`config.mk`:
```
export PLATFORM = sky130hd
export DESIGN_NAME = inorder_pipe5
export DESIGN_NICKNAME = d
export VERILOG_FILES = /design/src/rtl/p5_pkg.sv /design/src/rtl/p5_fetch.sv /design/src/rtl/p5_regfile.sv /design/src/rtl/p5_hazard.sv /design/src/rtl/p5_exec.sv /design/src/rtl/inorder_pipe5.sv
export SDC_FILE = /design/constraint.sdc
export NUM_CORES = 1
export LEC_CHECK = 0
export BUFFER_PORTS_ARGS = -buffer_cell sky130_fd_sc_hd__buf_2
export CORE_ASPECT_RATIO = 2
export CORE_MARGIN = 3
export CORE_UTILIZATION = 55
export CTS_CLUSTER_DIAMETER = 80
export DETAILED_ROUTE_END_ITERATION = 8
export PLACE_DENSITY = 0.8
export SLEW_MARGIN = 20
export SYNTH_ARGS = -nofsm -noshare
export SYNTH_HDL_FRONTEND = slang
export SYNTH_SLANG_ARGS = --single-unit
```
`constraint.sdc`:
```
create_clock -name clk -period 4.25 [get_ports clk]
set_input_delay 0.2125 -clock clk [delete_from_list [all_inputs] [get_ports clk]]
set_output_delay 0.2125 -clock clk [all_outputs]
set_load 0.01 [all_outputs]
```
`src/rtl/p5_pkg.sv`:
```
// Package: shared widths, instruction and result types, and the ALU function
// for the five-stage pipeline. Assumes at most 8 architectural registers.
package p5_pkg;
    localparam int DATA_W = 16;
    localparam int RA_W   = 3;

    typedef enum logic [1:0] {
        OP_ADD = 2'b00,
        OP_SUB = 2'b01,
        OP_AND = 2'b10,
        OP_XOR = 2'b11
    } op_e;

    typedef struct packed {
        logic            vld;
        op_e             op;
        logic [RA_W-1:0] rd;
        logic [RA_W-1:0] rs1;
        logic [RA_W-1:0] rs2;
    } instr_t;

    localparam int INSTR_W = $bits(instr_t);

    typedef struct packed {
        logic              vld;
        logic [RA_W-1:0]   rd;
        logic [DATA_W-1:0] data;
    } result_t;

    // Compute one ALU result.
    function automatic logic [DATA_W-1:0] alu(input op_e op,
                                              input logic [DATA_W-1:0] a,
                                              input logic [DATA_W-1:0] b);
        case (op)
            OP_ADD:  return a + b;
            OP_SUB:  return a - b;
            OP_AND:  return a & b;
            default: return a ^ b;
        endcase
    endfunction
endpackage

```
`src/rtl/p5_fetch.sv`:
```
// Fetch stage: local instruction memory, PC and fetch register.
// Assumes IMEM_DEPTH is a power of two so the PC wraps naturally.
// The memory is not reset; it is loaded through the write port.
module p5_fetch
    import p5_pkg::*;
#(
    parameter int IMEM_DEPTH = 32,
    localparam int IA_W = $clog2(IMEM_DEPTH)
) (
    input  logic               clk,
    input  logic               rst_n,
    input  logic               stall,
    input  logic               imem_we,
    input  logic [IA_W-1:0]    imem_addr,
    input  logic [INSTR_W-1:0] imem_wdata,
    output logic [IA_W-1:0]    pc,
    output instr_t             fi_q
);
    logic [INSTR_W-1:0] mem_q [IMEM_DEPTH];
    logic [IA_W-1:0]    pc_q;

    // Program load port.
    always_ff @(posedge clk) begin
        if (imem_we) begin
            mem_q[imem_addr] <= imem_wdata;
        end
    end

    // Fetch one word per cycle unless the interlock holds the front end.
    always_ff @(posedge clk) begin
        if (!rst_n) begin
            pc_q <= '0;
            fi_q <= '0;
        end else if (!stall) begin
            fi_q <= instr_t'(mem_q[pc_q]);
            pc_q <= pc_q + 1'b1;
        end
    end

    assign pc = pc_q;

    assert_pc_step_R3: assert property (@(posedge clk) disable iff (!rst_n)
        !stall |=> pc_q == IA_W'($past(pc_q) + 1'b1));
endmodule

```
`src/rtl/p5_regfile.sv`:
```
// Register file: NREGS x DATA_W, one write port from writeback and two read
// ports for operand fetch. A read of the register being written returns the
// new value (write in the first half of the cycle). Reset loads (i+1)*0x1111.
module p5_regfile
    import p5_pkg::*;
#(
    parameter int NREGS = 8
) (
    input  logic                    clk,
    input  logic                    rst_n,
    input  result_t                 wr,
    input  logic [RA_W-1:0]         addr_a,
    input  logic [RA_W-1:0]         addr_b,
    output logic [DATA_W-1:0]       rd_a,
    output logic [DATA_W-1:0]       rd_b,
    output logic [NREGS*DATA_W-1:0] regs_flat
);
    logic [DATA_W-1:0] regs_q [NREGS];

    // Reset to the fixed pattern, then commit writeback results.
    always_ff @(posedge clk) begin
        for (int i = 0; i < NREGS; i++) begin
            if (!rst_n) begin
                regs_q[i] <= DATA_W'((i + 1) * 32'h1111);
            end else if (wr.vld && wr.rd == RA_W'(i)) begin
                regs_q[i] <= wr.data;
            end
        end
    end

    // Two read ports with write-first forwarding.
    always_comb begin
        rd_a = '0;
        rd_b = '0;
        for (int i = 0; i < NREGS; i++) begin
            if (addr_a == RA_W'(i)) rd_a = regs_q[i];
            if (addr_b == RA_W'(i)) rd_b = regs_q[i];
        end
        if (wr.vld && wr.rd == addr_a) rd_a = wr.data;
        if (wr.vld && wr.rd == addr_b) rd_b = wr.data;
    end

    // Flatten the register image for the debug tap.
    always_comb begin
        for (int i = 0; i < NREGS; i++) begin
            regs_flat[i*DATA_W +: DATA_W] = regs_q[i];
        end
    end
endmodule

```
`src/rtl/p5_hazard.sv`:
```
// Interlock and bypass control. Compares the instruction in operand fetch
// with the one in execute, and the one in execute with the one in writeback.
// BYPASS_EN picks the variant: bypass select with no stall, or a one-cycle
// stall with no bypass.
module p5_hazard
    import p5_pkg::*;
#(
    parameter bit BYPASS_EN = 1'b1
) (
    input  logic            clk,
    input  logic            rst_n,
    input  logic            di_vld,
    input  logic [RA_W-1:0] di_rs1,
    input  logic [RA_W-1:0] di_rs2,
    input  logic            fo_vld,
    input  logic [RA_W-1:0] fo_rd,
    input  logic [RA_W-1:0] fo_rs1,
    input  logic [RA_W-1:0] fo_rs2,
    input  logic            ex_vld,
    input  logic [RA_W-1:0] ex_rd,
    output logic            stall,
    output logic            byp_a,
    output logic            byp_b
);
    logic dep;

    // Operand fetch reads the destination of the instruction in execute.
    assign dep = di_vld && fo_vld && (fo_rd == di_rs1 || fo_rd == di_rs2);

    if (BYPASS_EN) begin : g_bypass
        // Execute takes the result register when writeback holds its source.
        assign stall = 1'b0;
        assign byp_a = fo_vld && ex_vld && ex_rd == fo_rs1;
        assign byp_b = fo_vld && ex_vld && ex_rd == fo_rs2;

        assert_dep_uses_by_R7: assert property (@(posedge clk) disable iff (!rst_n)
            dep |=> (byp_a || byp_b));
    end else begin : g_interlock
        // Hold operand fetch one cycle so the value arrives through the file.
        assign stall = dep;
        assign byp_a = 1'b0;
        assign byp_b = 1'b0;

        assert_no_raw_in_ex_R6: assert property (@(posedge clk) disable iff (!rst_n)
            (fo_vld && ex_vld) |-> (ex_rd != fo_rs1 && ex_rd != fo_rs2));
    end

    assert_stall_cause_R6: assert property (@(posedge clk) disable iff (!rst_n)
        stall |-> (di_vld && fo_vld));
endmodule

```
`src/rtl/p5_exec.sv`:
```
// Execute datapath: picks each operand from its operand register or from the
// bypass register, then applies the ALU. Purely combinational.
module p5_exec
    import p5_pkg::*;
(
    input  logic              vld,
    input  op_e               op,
    input  logic [RA_W-1:0]   rd,
    input  logic [DATA_W-1:0] s1,
    input  logic [DATA_W-1:0] s2,
    input  logic              byp_a,
    input  logic              byp_b,
    input  logic [DATA_W-1:0] by_data,
    output result_t           res
);
    logic [DATA_W-1:0] opa, opb;

    // Operand select and result formation.
    always_comb begin
        opa      = byp_a ? by_data : s1;
        opb      = byp_b ? by_data : s2;
        res.vld  = vld;
        res.rd   = rd;
        res.data = alu(op, opa, opb);
    end
endmodule

```
`src/rtl/inorder_pipe5.sv`:
```
// Top: five-stage in-order ALU pipeline. Stage registers: fetch (fi_q),
// decode (di_q, the instruction in operand fetch), operand (fo_q with s1/s2,
// the instruction in execute), result (ex_q, the instruction in writeback and
// also the bypass register). Assumes IMEM_DEPTH is a power of two and
// 5 <= NREGS <= 8.
module inorder_pipe5
    import p5_pkg::*;
#(
    parameter int NREGS      = 8,
    parameter int IMEM_DEPTH = 32,
    parameter bit BYPASS_EN  = 1'b1,
    localparam int IA_W = $clog2(IMEM_DEPTH)
) (
    input  logic                    clk,
    input  logic                    rst_n,
    input  logic                    imem_we,
    input  logic [IA_W-1:0]         imem_addr,
    input  logic [INSTR_W-1:0]      imem_wdata,
    output logic [IA_W-1:0]         dbg_pc,
    output logic                    dbg_stall,
    output logic [INSTR_W-1:0]      dbg_fi_instr,
    output logic [INSTR_W-1:0]      dbg_di_instr,
    output logic [INSTR_W-1:0]      dbg_fo_instr,
    output logic [DATA_W-1:0]       dbg_s1,
    output logic [DATA_W-1:0]       dbg_s2,
    output logic [DATA_W-1:0]       dbg_by,
    output logic                    dbg_wb_en,
    output logic [RA_W-1:0]         dbg_wb_rd,
    output logic [NREGS*DATA_W-1:0] dbg_regs,
    output logic [NREGS-1:0]        dbg_reg_busy
);
    logic [IA_W-1:0]   pc;
    logic              stall, byp_a, byp_b;
    instr_t            fi_q, di_q, fo_q;
    logic [DATA_W-1:0] s1_q, s2_q, rd_a, rd_b;
    result_t           ex_d, ex_q;

    p5_fetch #(.IMEM_DEPTH(IMEM_DEPTH)) u_fetch (
        .clk(clk), .rst_n(rst_n), .stall(stall),
        .imem_we(imem_we), .imem_addr(imem_addr), .imem_wdata(imem_wdata),
        .pc(pc), .fi_q(fi_q)
    );

    // Decode register: held during a stall.
    always_ff @(posedge clk) begin
        if (!rst_n) begin
            di_q <= '0;
        end else if (!stall) begin
            di_q <= fi_q;
        end
    end

    p5_regfile #(.NREGS(NREGS)) u_rf (
        .clk(clk), .rst_n(rst_n), .wr(ex_q),
        .addr_a(di_q.rs1), .addr_b(di_q.rs2),
        .rd_a(rd_a), .rd_b(rd_b), .regs_flat(dbg_regs)
    );

    // Operand register: captures S1/S2, or takes an empty slot on a stall.
    always_ff @(posedge clk) begin
        if (!rst_n) begin
            fo_q <= '0;
            s1_q <= '0;
            s2_q <= '0;
        end else begin
            fo_q <= stall ? '0 : di_q;
            s1_q <= rd_a;
            s2_q <= rd_b;
        end
    end

    p5_hazard #(.BYPASS_EN(BYPASS_EN)) u_hazard (
        .clk(clk), .rst_n(rst_n),
        .di_vld(di_q.vld), .di_rs1(di_q.rs1), .di_rs2(di_q.rs2),
        .fo_vld(fo_q.vld), .fo_rd(fo_q.rd), .fo_rs1(fo_q.rs1), .fo_rs2(fo_q.rs2),
        .ex_vld(ex_q.vld), .ex_rd(ex_q.rd),
        .stall(stall), .byp_a(byp_a), .byp_b(byp_b)
    );

    p5_exec u_exec (
        .vld(fo_q.vld), .op(fo_q.op), .rd(fo_q.rd),
        .s1(s1_q), .s2(s2_q), .byp_a(byp_a), .byp_b(byp_b),
        .by_data(ex_q.data), .res(ex_d)
    );

    // Result / bypass register feeding writeback.
    always_ff @(posedge clk) begin
        if (!rst_n) begin
            ex_q <= '0;
        end else begin
            ex_q <= ex_d;
        end
    end

    // Busy flags: a write to the register is in execute or writeback.
    for (genvar r = 0; r < NREGS; r++) begin : g_busy
        assign dbg_reg_busy[r] = (fo_q.vld && fo_q.rd == RA_W'(r)) ||
                                 (ex_q.vld && ex_q.rd == RA_W'(r));
    end

    assign dbg_pc       = pc;
    assign dbg_stall    = stall;
    assign dbg_fi_instr = fi_q;
    assign dbg_di_instr = di_q;
    assign dbg_fo_instr = fo_q;
    assign dbg_s1       = s1_q;
    assign dbg_s2       = s2_q;
    assign dbg_by       = ex_q.data;
    assign dbg_wb_en    = ex_q.vld;
    assign dbg_wb_rd    = ex_q.rd;

    assert_reset_clear_R1: assert property (@(posedge clk)
        !rst_n |=> (pc == '0 && !fi_q.vld && !di_q.vld && !fo_q.vld && !ex_q.vld));

    assert_stall_bubble_R6: assert property (@(posedge clk) disable iff (!rst_n)
        stall |=> !fo_q.vld);

    assert_stall_hold_R6: assert property (@(posedge clk) disable iff (!rst_n)
        stall |=> ($stable(di_q) && $stable(pc)));
endmodule

```
Yosys cells after proc, flatten, opt, wreduce, memory -nomap -nowiden
Memories as Yosys holds them, arrays and structs flattened. A register that Yosys moved wholly into a read port is not among the register bits. Cells that the tools add are included.

$add $sub $neg: 3. Equal/unequal tests: 34. Muxes and demuxes: 56. Bitwise logic cells: 10. Reduce and logical (&&, ||, !) cells: 35.

Operators by type and width (number): two-way mux 16 bit (28); equality test 3 bit (second input constant) (16); case mux 16 bit (3 select lines) (1); two-way mux 1 bit (27); equality test 3 x 2 -> 1 bit (second input constant) (8); logical AND 1 bit (21); adder 16 bit (1); bitwise AND 16 bit (1); subtractor 16 bit (1); XOR 16 bit (1); equality test 3 x 1 -> 1 bit (second input constant) (4); equality test 3 bit (4); zero test 3 bit (4); logical OR 1 bit (8); bitwise OR 1 bit (8); adder 5 x 1 -> 5 bit (second input constant) (1); equality test 2 x 1 -> 1 bit (second input constant) (1); equality test 2 bit (second input constant) (1); zero test 2 bit (1); zero test 1 bit (1).

Flip-flop bits (word level): 81. RAM bits: 512. Bits of input ports: 20. Output and inout bits: 230. Word-level logic and storage cells: 156. Memories: 2.

Memories: u_fetch.mem_q (words 32, bits a word 12, rd ports 1, clocked after memory_dff 1, write ports 1, RTL line p5_fetch.sv:19) `logic [INSTR_W-1:0] mem_q [IMEM_DEPTH];`; u_rf.regs_q (words 8, bits a word 16, rd ports 8, clocked after memory_dff 0, write ports 8, RTL line p5_regfile.sv:18) `logic [DATA_W-1:0] regs_q [NREGS];`.

Depth between registers and ports, before layout
Gate-level depths: netlist of the first run.

Depth after elaboration: 10. Depth in mapped cells: 17. Gate-level depth less buffers: 15.

By module
From an unflattened synthesis of the first run, not the netlist that was laid out.

Cell total of the unflattened synthesis: 1988. Area, all modules: 27901.8 um^2.

By module, submodules not included: p5_fetch (times used 1, cells an instance 745, area each 15498.6 um^2, seq. area each 11871.4 um^2); p5_regfile (times used 1, cells an instance 764, area each 7877.6 um^2, seq. area each 3843.7 um^2); inorder_pipe5 (times used 1, cells an instance 193, area each 2280.9 um^2, seq. area each 1521.5 um^2); p5_exec (times used 1, cells an instance 275, area each 2152.1 um^2, seq. area each 0.0 um^2); p5_hazard (times used 1, cells an instance 11, area each 92.6 um^2, seq. area each 0.0 um^2).

Least setup slack after synthesis of the first run
OpenSTA, ideal clock, no wires.

Path kind: reg2reg. From: reg ex_q, in the netlist dbg_wb_en. To: reg ex_q, in the netlist dbg_by[12]. Library setup time: 0.120 ns. Arrival: 3.587 ns. Required time: 4.130 ns. Slack: 0.544 ns. Cell stages (with the launch flop): 16. Buffers on the path: 3. Clock period less this slack: 3.706 ns. Path through: dfxtp_1 > buf_2 > nand2_1 > nor4_2 > buf_4 > buf_4 > mux2_2 > xnor2_1 > fa_1 > a21o_1 > a21oi_1 > nor4_1 > or3_1 > a31oi_1 > nor4_1 > a211o_1.

Word-level cells in the longest chain between the ends: 5. Elaborated cells between the ends (all ways): 10. Classes of those cells: 2 x add/sub; 3 x mux; 2 x bitwise; 3 x reduce/logical.

Ends and longest elaborated chain: start, declared (RTL line inorder_pipe5.sv:36) `result_t ex_d, ex_q;`; start signal, assigned (RTL line inorder_pipe5.sv:89) `ex_q <= '0;`; start signal, assigned (RTL line inorder_pipe5.sv:91) `ex_q <= ex_d;`; logical AND 1 bit * (RTL line p5_hazard.sv:33, p5_hazard.sv:34); logical AND 1 bit (on tied branches) (RTL line p5_hazard.sv:33, p5_hazard.sv:34); two-way mux 16 bit (on tied branches) (RTL line p5_exec.sv:20, p5_exec.sv:21); subtractor 16 bit, or another cell as far along (RTL line p5_pkg.sv:36) `OP_SUB: return a - b;`; case mux 16 bit (3 select lines) * (RTL line p5_pkg.sv:34) `case (op)`.

Mark *: on every way between the ends. The rest lies on a longest branch, timed or not. A chain may end at the register's enable or synchronous reset.

Final worst setup path of the first run
From: reg ex_q, in the netlist dbg_wb_rd[0]. To: reg ex_q, in the netlist dbg_by[12].

Word-level cells in the longest chain between the ends: 5. Elaborated cells between the ends (all ways): 11. Classes of those cells: 2 x add/sub; 2 x eq/ne; 3 x mux; 2 x bitwise; 2 x reduce/logical.

Ends and longest elaborated chain (RTL line): equality test 3 bit (on tied branches) (p5_hazard.sv:33, p5_hazard.sv:34); logical AND 1 bit (on tied branches) (p5_hazard.sv:33, p5_hazard.sv:34); two-way mux 16 bit (on tied branches) (p5_exec.sv:20, p5_exec.sv:21); subtractor 16 bit, or another cell as far along (p5_pkg.sv:36); case mux 16 bit (3 select lines) * (p5_pkg.sv:34).

Marked as above.

==> results of run 1 <==
sequential cells by signal (all words and copies together) (netlist names):
register,cells
dbg_s1,16
dbg_wb_rd,3
dbg_di_instr,12
u_rf.regs_q,128
dbg_s2,16
u_fetch.mem_q,384
dbg_fo_instr,12
u_fetch.pc,5
dbg_by,16
u_fetch.fi_q,12
dbg_wb_en,1
stage by stage:
step | utilization [%] | total power [uW]
after floorplan | - | 7840
after global placement | 60.0 | 8390
after detailed placement | 60.0 | 8440
after CTS | 63.6 | 13200
after global routing | 63.7 | 13500
final | 63.7 | 13200
kinds of logic after synthesis:
logic type / count (synthesis) / synth area share, %
XOR/XNOR: 41 / 1.35
other: 1 / 0.0141
AO/OA/AOI/OAI: 134 / 3.53
flip-flops: 605 / 65.0
multiplexers: 270 / 18.6
buffers and inverters: 137 / 2.30
AND/OR/NAND/NOR: 390 / 7.57
adder cells (fa/ha/maj): 33 / 1.59
worst max-delay path: stages (launching register included):
cell,delay [ns]
dfxtp_1,0.36
xor2_1,0.21
nor4_4,0.36
buf_12,0.21
mux2i_2,0.32
ha_1,0.23
inv_1,0.07
fa_1,0.45
a21o_1,0.20
a21oi_1,0.34
nor4_1,0.11
or3_1,0.40
a31oi_1,0.25
nor4_1,0.07
a211o_1,0.28
layout by cell type (no fill, tap or decap), types with 18 or more instances in the layout:
master,instances
or2_2,28
clkbuf_16,50
mux4_2,176
mux2_2,30
dfxtp_1,85
ha_1,32
o21ai_0,21
buf_2,248
mux2i_1,63
nor2_1,130
or3_1,25
and2_1,72
xnor2_1,23
xor2_1,18
edfxtp_1,512
a211oi_1,41
buf_4,54
nand2_1,41
final cells by class:
cell class | instances | share of cell area [%]
tap | 632 | 2.61
timing repair buffer | 308 | 5.82
clock inverter | 29 | 1.31
multi-input combinational | 869 | 28.7
inverter | 21 | 0.264
clock buffer | 65 | 4.38
antenna | 6 | 0.0495
sequential | 605 | 56.9
power by group:
| group | switching (uW) | internal (uW) | total [uW] |
|---|---|---|---|
| sequential | 320 | 6590 | 6910 |
| combinational | 801 | 636 | 1440 |
| clock | 2170 | 2670 | 4840 |
metal layers:
layer | GRT usage [%] | up-vias
met5 | 0 | -
met4 | 19.4 | 0
met3 | 5.27 | 358
met2 | 57.2 | 1138
met1 | 31.1 | 8259
li1 | - | 6781
worst paths after layout:
check                         end  slack, ns            start  cells after the start
max reg2reg            dbg_by[12]       0.26     dbg_wb_rd[0]                     14
max                    dbg_by[12]       0.26     dbg_wb_rd[0]                     14
min reg2reg       dbg_fo_instr[7]       0.45  dbg_di_instr[7]                      1
min          u_fetch.mem_q[14][6]        0.1    imem_wdata[6]                      1
==> flow_metrics.tcl, run 1 <==
set metrics [dict create \
    outcome "finished, final reports clean" \
    power.leakage_uw 0.0104 \
    rsz0062_at_grt "false" \
    numCtsBuffers 50 \
    synth_cells 1611 \
    dpl_cell_area_um2 28600 \
    clk_latency_ns 0.60 \
    routed.top_layer "met4" \
    skew_ns 0.0266 \
    synth_edf_count 512 \
    cts_buffer_depth 3 \
    grt_overflow 0 \
    synth.net_count 1664 \
    die-area_um2 51000 \
    place_congestion 1.01 \
    arrival_ns 4.48 \
    grtUsageTotal_pct 30.6 \
    grt_pass1_wl_um 113000 \
    wl_met2_um 43000 \
    cts_max_level 2 \
    hpwl_um 52900 \
    async_reset_ff_share_pct 0 \
    worstPathRequired_ns 4.75 \
    rows 113 \
    post_cts_buffers 0 \
    setup_ws_ns 0.265 \
    whs_ns 0.0968 \
    setup.worst_path.class "reg2reg" \
    numPlacedInstances 2434 \
    cts_tree "done" \
    hold_viol 0 \
    cts_resized 0 \
    vdd_ir_drop_max_uv 585 \
    final_area_um2 30300 \
    crit_fanout 21 \
    min_path_type "in2reg" \
    nets 1908 \
    cap_violations 0 \
    num_vias 16500 \
    clock_sinks 605 \
    synth_area_leaders "edfxtp_1 58%, mux4_2 15%, dfxtp_1 7.0%" \
    root_buffer "clkbuf_16" \
    slew_violations 0 \
    regArea_um2 17300 \
    drive_gt1_share_pct 34.3 \
    critPathLaunchType "register" \
    route.detailed.drc 0 \
    drt_iter0_drc 1814 \
    drt_wl_total_um 78500 \
    fmax_mhz 251 \
    final_cells 2535 \
    dp_slack_ns 0.198 \
    powerDensity_nw_per_um2 435 \
    finalCriticalPeriod_ns 3.99 \
    ant_nets 0 \
    yosysSeqAreaShare_pct 65.0 \
    clkTransAtPathRegs_ns 0.07 \
    initial_core_util_pct 55.6 \
    area_delta_synth_final_pct 14.4 \
    timing.setup.tns_ns 0 \
    avgRoutedWirePerCell_um 31.0 \
    first_pass_iters 7 \
    synth_cell_types 64 \
    synth.cell_area_um2 26500 \
    num_io_pins 250 \
    avgSynthCellArea_um2 16.5 \
    synth_most_common_cell "edfxtp_1" \
    die_w_um 161 \
    grt_pass1_vias 16900 \
    period_share_pct 93.8 \
    ys_ff_latch 605 \
    wl_met3_um 6200 \
    multi_input_area_um2 8710 \
    nFillCells 3308 \
    wl_met1_um 23000 \
    worstMarginPinSlew_ns 1.23 \
    synth.top_cell.area_share_pct 58.0 \
    grt_start_max_net_pins 55 \
    antenna_found_initial 6 \
    finalSetupViolCount 0 \
    coreArea_um2 47600 \
    fp.dieH_um 317 \
    cp-end-kind "register" \
    yosysTopAreaCell "edfxtp_1" \
    ys_warn_count 0 \
    routed_via_density 6.52 \
    hold_buffers 0 \
    maxSlewHeadroom_pct 17.9 \
    synth_ff_type "edfxtp_1" \
    synthTopCellsByCount "512 x edfxtp_1, 176 x mux4_2, 139 x nor2_1" \
    portBuffers 248 \
]
No activity file was read; power rests on OpenSTA's default activity.
==> run 2, diff against run 1 <==
--- a/config.mk
+++ b/config.mk
@@ -5,6 +5,7 @@
 export SDC_FILE = /design/constraint.sdc
 export NUM_CORES = 1
 export LEC_CHECK = 0
+export ABC_AREA = 1
 export BUFFER_PORTS_ARGS = -buffer_cell sky130_fd_sc_hd__buf_2
 export CORE_ASPECT_RATIO = 2
 export CORE_MARGIN = 3
==> run 2 against run 1 <==
Net effect: wire length rose by 20%; utilization rose by 0.44 points; fmax rose by 3.8%; clock skew fell by 0.0017 ns; hold slack improved by 0.052 ns; sequential share of layout area rose by 0.43 points; critical endpoint is now dbg_by[15]; via count rose by 26%; critical path type unchanged; clock-buffer cell count rose by 6; sequential cell count did not move; final cell count rose by 30%; sequential power fell by 0.7%; combinational power rose by 34%; highest routed layer unchanged.
==> flow_metrics.tcl, run 2 <==
set metrics [dict create \
    outcome "finished, final reports clean" \
    period_share_pct 90.3 \
    critPathLaunchType "register" \
    slowest_delay_ns 0.45 \
    place_congestion 1.04 \
    powerDensity_nw_per_um2 455 \
    grtUsageTotal_pct 36.3 \
    clkTransAtPathRegs_ns 0.07 \
    synthTopCellsByCount "512 x edfxtp_1, 376 x nor2_1, 316 x nand2_1" \
    setup.worst_path.class "reg2reg" \
    hold_viol 0 \
    async_reset_ff_share_pct 0 \
    clk_latency_ns 0.62 \
    cts_tree "done" \
    nets 2682 \
    numPlacedInstances 3201 \
    crit_start "dbg_wb_rd[0]" \
    hpwl_um 64600 \
    arrival_ns 4.32 \
    initial_core_util_pct 56.1 \
    avgSynthCellArea_um2 11.0 \
    rsz0062_at_grt "false" \
    vdd_ir_drop_max_uv 441 \
    drive_gt1_share_pct 17.4 \
    first_pass_iters 6 \
    min_from "imem_wdata[10]" \
    grt_pass1_vias 20300 \
    synth_area_leaders "edfxtp_1 58%, dfxtp_1 7.1%, nor2_1 5.4%" \
    cts_max_level 2 \
    root_buffer "clkbuf_16" \
    ys_warn_count 0 \
    crit_slowest_cell "dfxtp_2" \
    min_path_type "in2reg" \
    synth.cell_area_um2 26300 \
    route.detailed.drc 0 \
    drt_wl_total_um 94200 \
    crit_fanout 18 \
    cp-end-kind "register" \
    final_cells 3298 \
    finalSetupViolCount 0 \
    cp_common_cell "nand2_2" \
    ys_ff_latch 605 \
    worstPathRequired_ns 4.73 \
    portBuffers 248 \
    skew_ns 0.0249 \
    r2r_start "dbg_wb_rd[0]" \
    synth.top_cell.area_share_pct 58.4 \
    antenna_found_initial 0 \
    area_delta_synth_final_pct 14.4 \
    synth_most_common_cell "edfxtp_1" \
    finalCriticalPeriod_ns 3.84 \
    synth_cells 2401 \
    num_io_pins 250 \
    coreArea_um2 46900 \
    numCtsBuffers 51 \
    antennaDiodeCount 0 \
    drt_iter0_drc 2852 \
    maxSlewHeadroom_pct 16.6 \
    routed_via_density 6.33 \
    slew_violations 0 \
    reg_top3 "u_fetch.mem_q (384), u_rf.regs_q (128)" \
    power.leakage_uw 0.0111 \
    yosysTopAreaCell "edfxtp_1" \
    cp_cell_sequence "inv_4 -> nand2_2 -> nand2_4 -> nor2_8 -> nand2_4 -> nand2_1 -> o21ai_2 -> nor2_4 -> nand2_2 -> nor2_2 -> nand3_2 -> nand2_2 -> xor2_1 -> ha_1 -> inv_1 -> nor3_1 -> nand3_1 -> nand4_1 -> a21oi_1 -> nand3_1 -> nand3_2 -> a21oi_2" \
    layout_commonest_cell "edfxtp_1" \
    die-area_um2 50700 \
    synth_edf_count 512 \
    top_register "u_fetch.mem_q" \
    die_w_um 161 \
    cap_violations 0 \
    final_cell_mix "512 x edfxtp_1, 358 x nor2_1, 316 x nand2_1" \
    grt_overflow 0 \
    rows 112 \
    grt_pass1_wl_um 133000 \
    ant_nets 0 \
    avgRoutedWirePerCell_um 28.5 \
    worstMarginPinSlew_ns 1.25 \
    synth_cell_types 52 \
    cts_buffer_depth 3 \
    largest_reg_flops 384 \
    fp.dieH_um 315 \
    timing.setup.tns_ns 0 \
    clock_sinks 605 \
    synth.net_count 2454 \
    fmax_mhz 260 \
    synth_ff_type "edfxtp_1" \
    grt_start_max_net_pins 98 \
    num_vias 20900 \
    yosysSeqAreaShare_pct 65.5 \
]
run 2: cell types whose count changed in the layout (fill, tap and decap cells not counted), sizes merged, moves of 35 or more:
cell | previous run | this run
a211oi | 41 | 0
o21ai | 22 | 205
inv | 19 | 190
and2 | 72 | 1
nand2 | 41 | 337
nor2 | 139 | 383
mux4 | 176 | 0
o32ai | 2 | 63
mux2i | 64 | 29
nand3 | 18 | 67
o221ai | 0 | 37
a21oi | 14 | 144
run 2: where the power goes:
| part | total (uW) | internal, uW | switching (uW) | leakage, uW |
|---|---|---|---|---|
| clock | 4910 | 2750 | 2170 | 0.000826 |
| sequential | 6860 | 6610 | 249 | 0.00537 |
| combinational | 1930 | 566 | 1370 | 0.00488 |
run 2: metrics by stage:
step / instance area (um^2) / hold slack, ns / worst slack [ns] / power [uW] / utilization [%]
after floorplan: 26300 / 0.311 / 1.12 / 7980 / -
final: 30100 / 0.149 / 0.411 / 13700 / 64.1
after global placement: 28300 / 0.424 / 0.375 / 8790 / 60.2
after CTS: 30100 / 0.128 / 0.301 / 13700 / 64.0
after global routing: 30100 / 0.154 / 0.0947 / 14100 / 64.1
after detailed placement: 28300 / 0.434 / 0.324 / 8830 / 60.3
run 2: critical path, delay by kind of cell (launching register included):
family | cells | cell delay (ns)
buf+inv | 2 | 0.18
xor+xnor | 1 | 0.17
flops | 1 | 0.45
fa+ha+maj | 1 | 0.30
compound gates | 3 | 0.60
simple gates | 15 | 2.01
run 2: path summary, 6_finish.rpt:
| path | endpoint | slack (ns) | depth (start not counted) |
|---|---|---|---|
| worst min register to register | dbg_di_instr[9] | 0.45 | 2 |
| worst max-delay path | dbg_by[15] | 0.41 | 22 |
| worst min-delay path | u_fetch.mem_q[17][10] | 0.15 | 1 |
| worst max register to register | dbg_by[15] | 0.41 | 22 |
run 2: timing repair:
item / in CTS / in global routing
setup buffers: 0 / 0
endpoints found under the hold margin: 4 / 0
hold buffers: 1 / 0
setup endpoints to repair: 0 / 1
resized for setup: 0 / 3
run 2: per-layer routing:
layer,share of wire (%),vias to the layer above,global-route usage [%]
li1,-,8980,-
met1,29,9899,36.3
met2,51,1525,64.4
met3,10,480,7.83
met4,10,0,29.3
met5,0,-,0
run 2: kinds of logic (layout without fill, tap and decap cells):
group           Yosys count  after routing  share of synthesized area [%]
mux                      29             29                           1.10
simple gates            814            814                           12.8
xor+xnor                 19             19                          0.632
flops                   605            605                           65.5
other cells               1              1                         0.0142
fa+ha+maj                33             33                           1.60
buf+inv                 338            608                           5.20
compound gates          562            562                           13.2
run 2: final cells by class:
class | instances | area, um^2
Inverter | 204 | 771
Clock inverter | 24 | 355
Fill cell | 3621 | 16800
Timing Repair Buffer | 309 | 1750
Sequential cell | 605 | 17200
Tap cell | 627 | 785
Clock buffer | 71 | 1390
Multi-Input combinational cell | 1458 | 7810
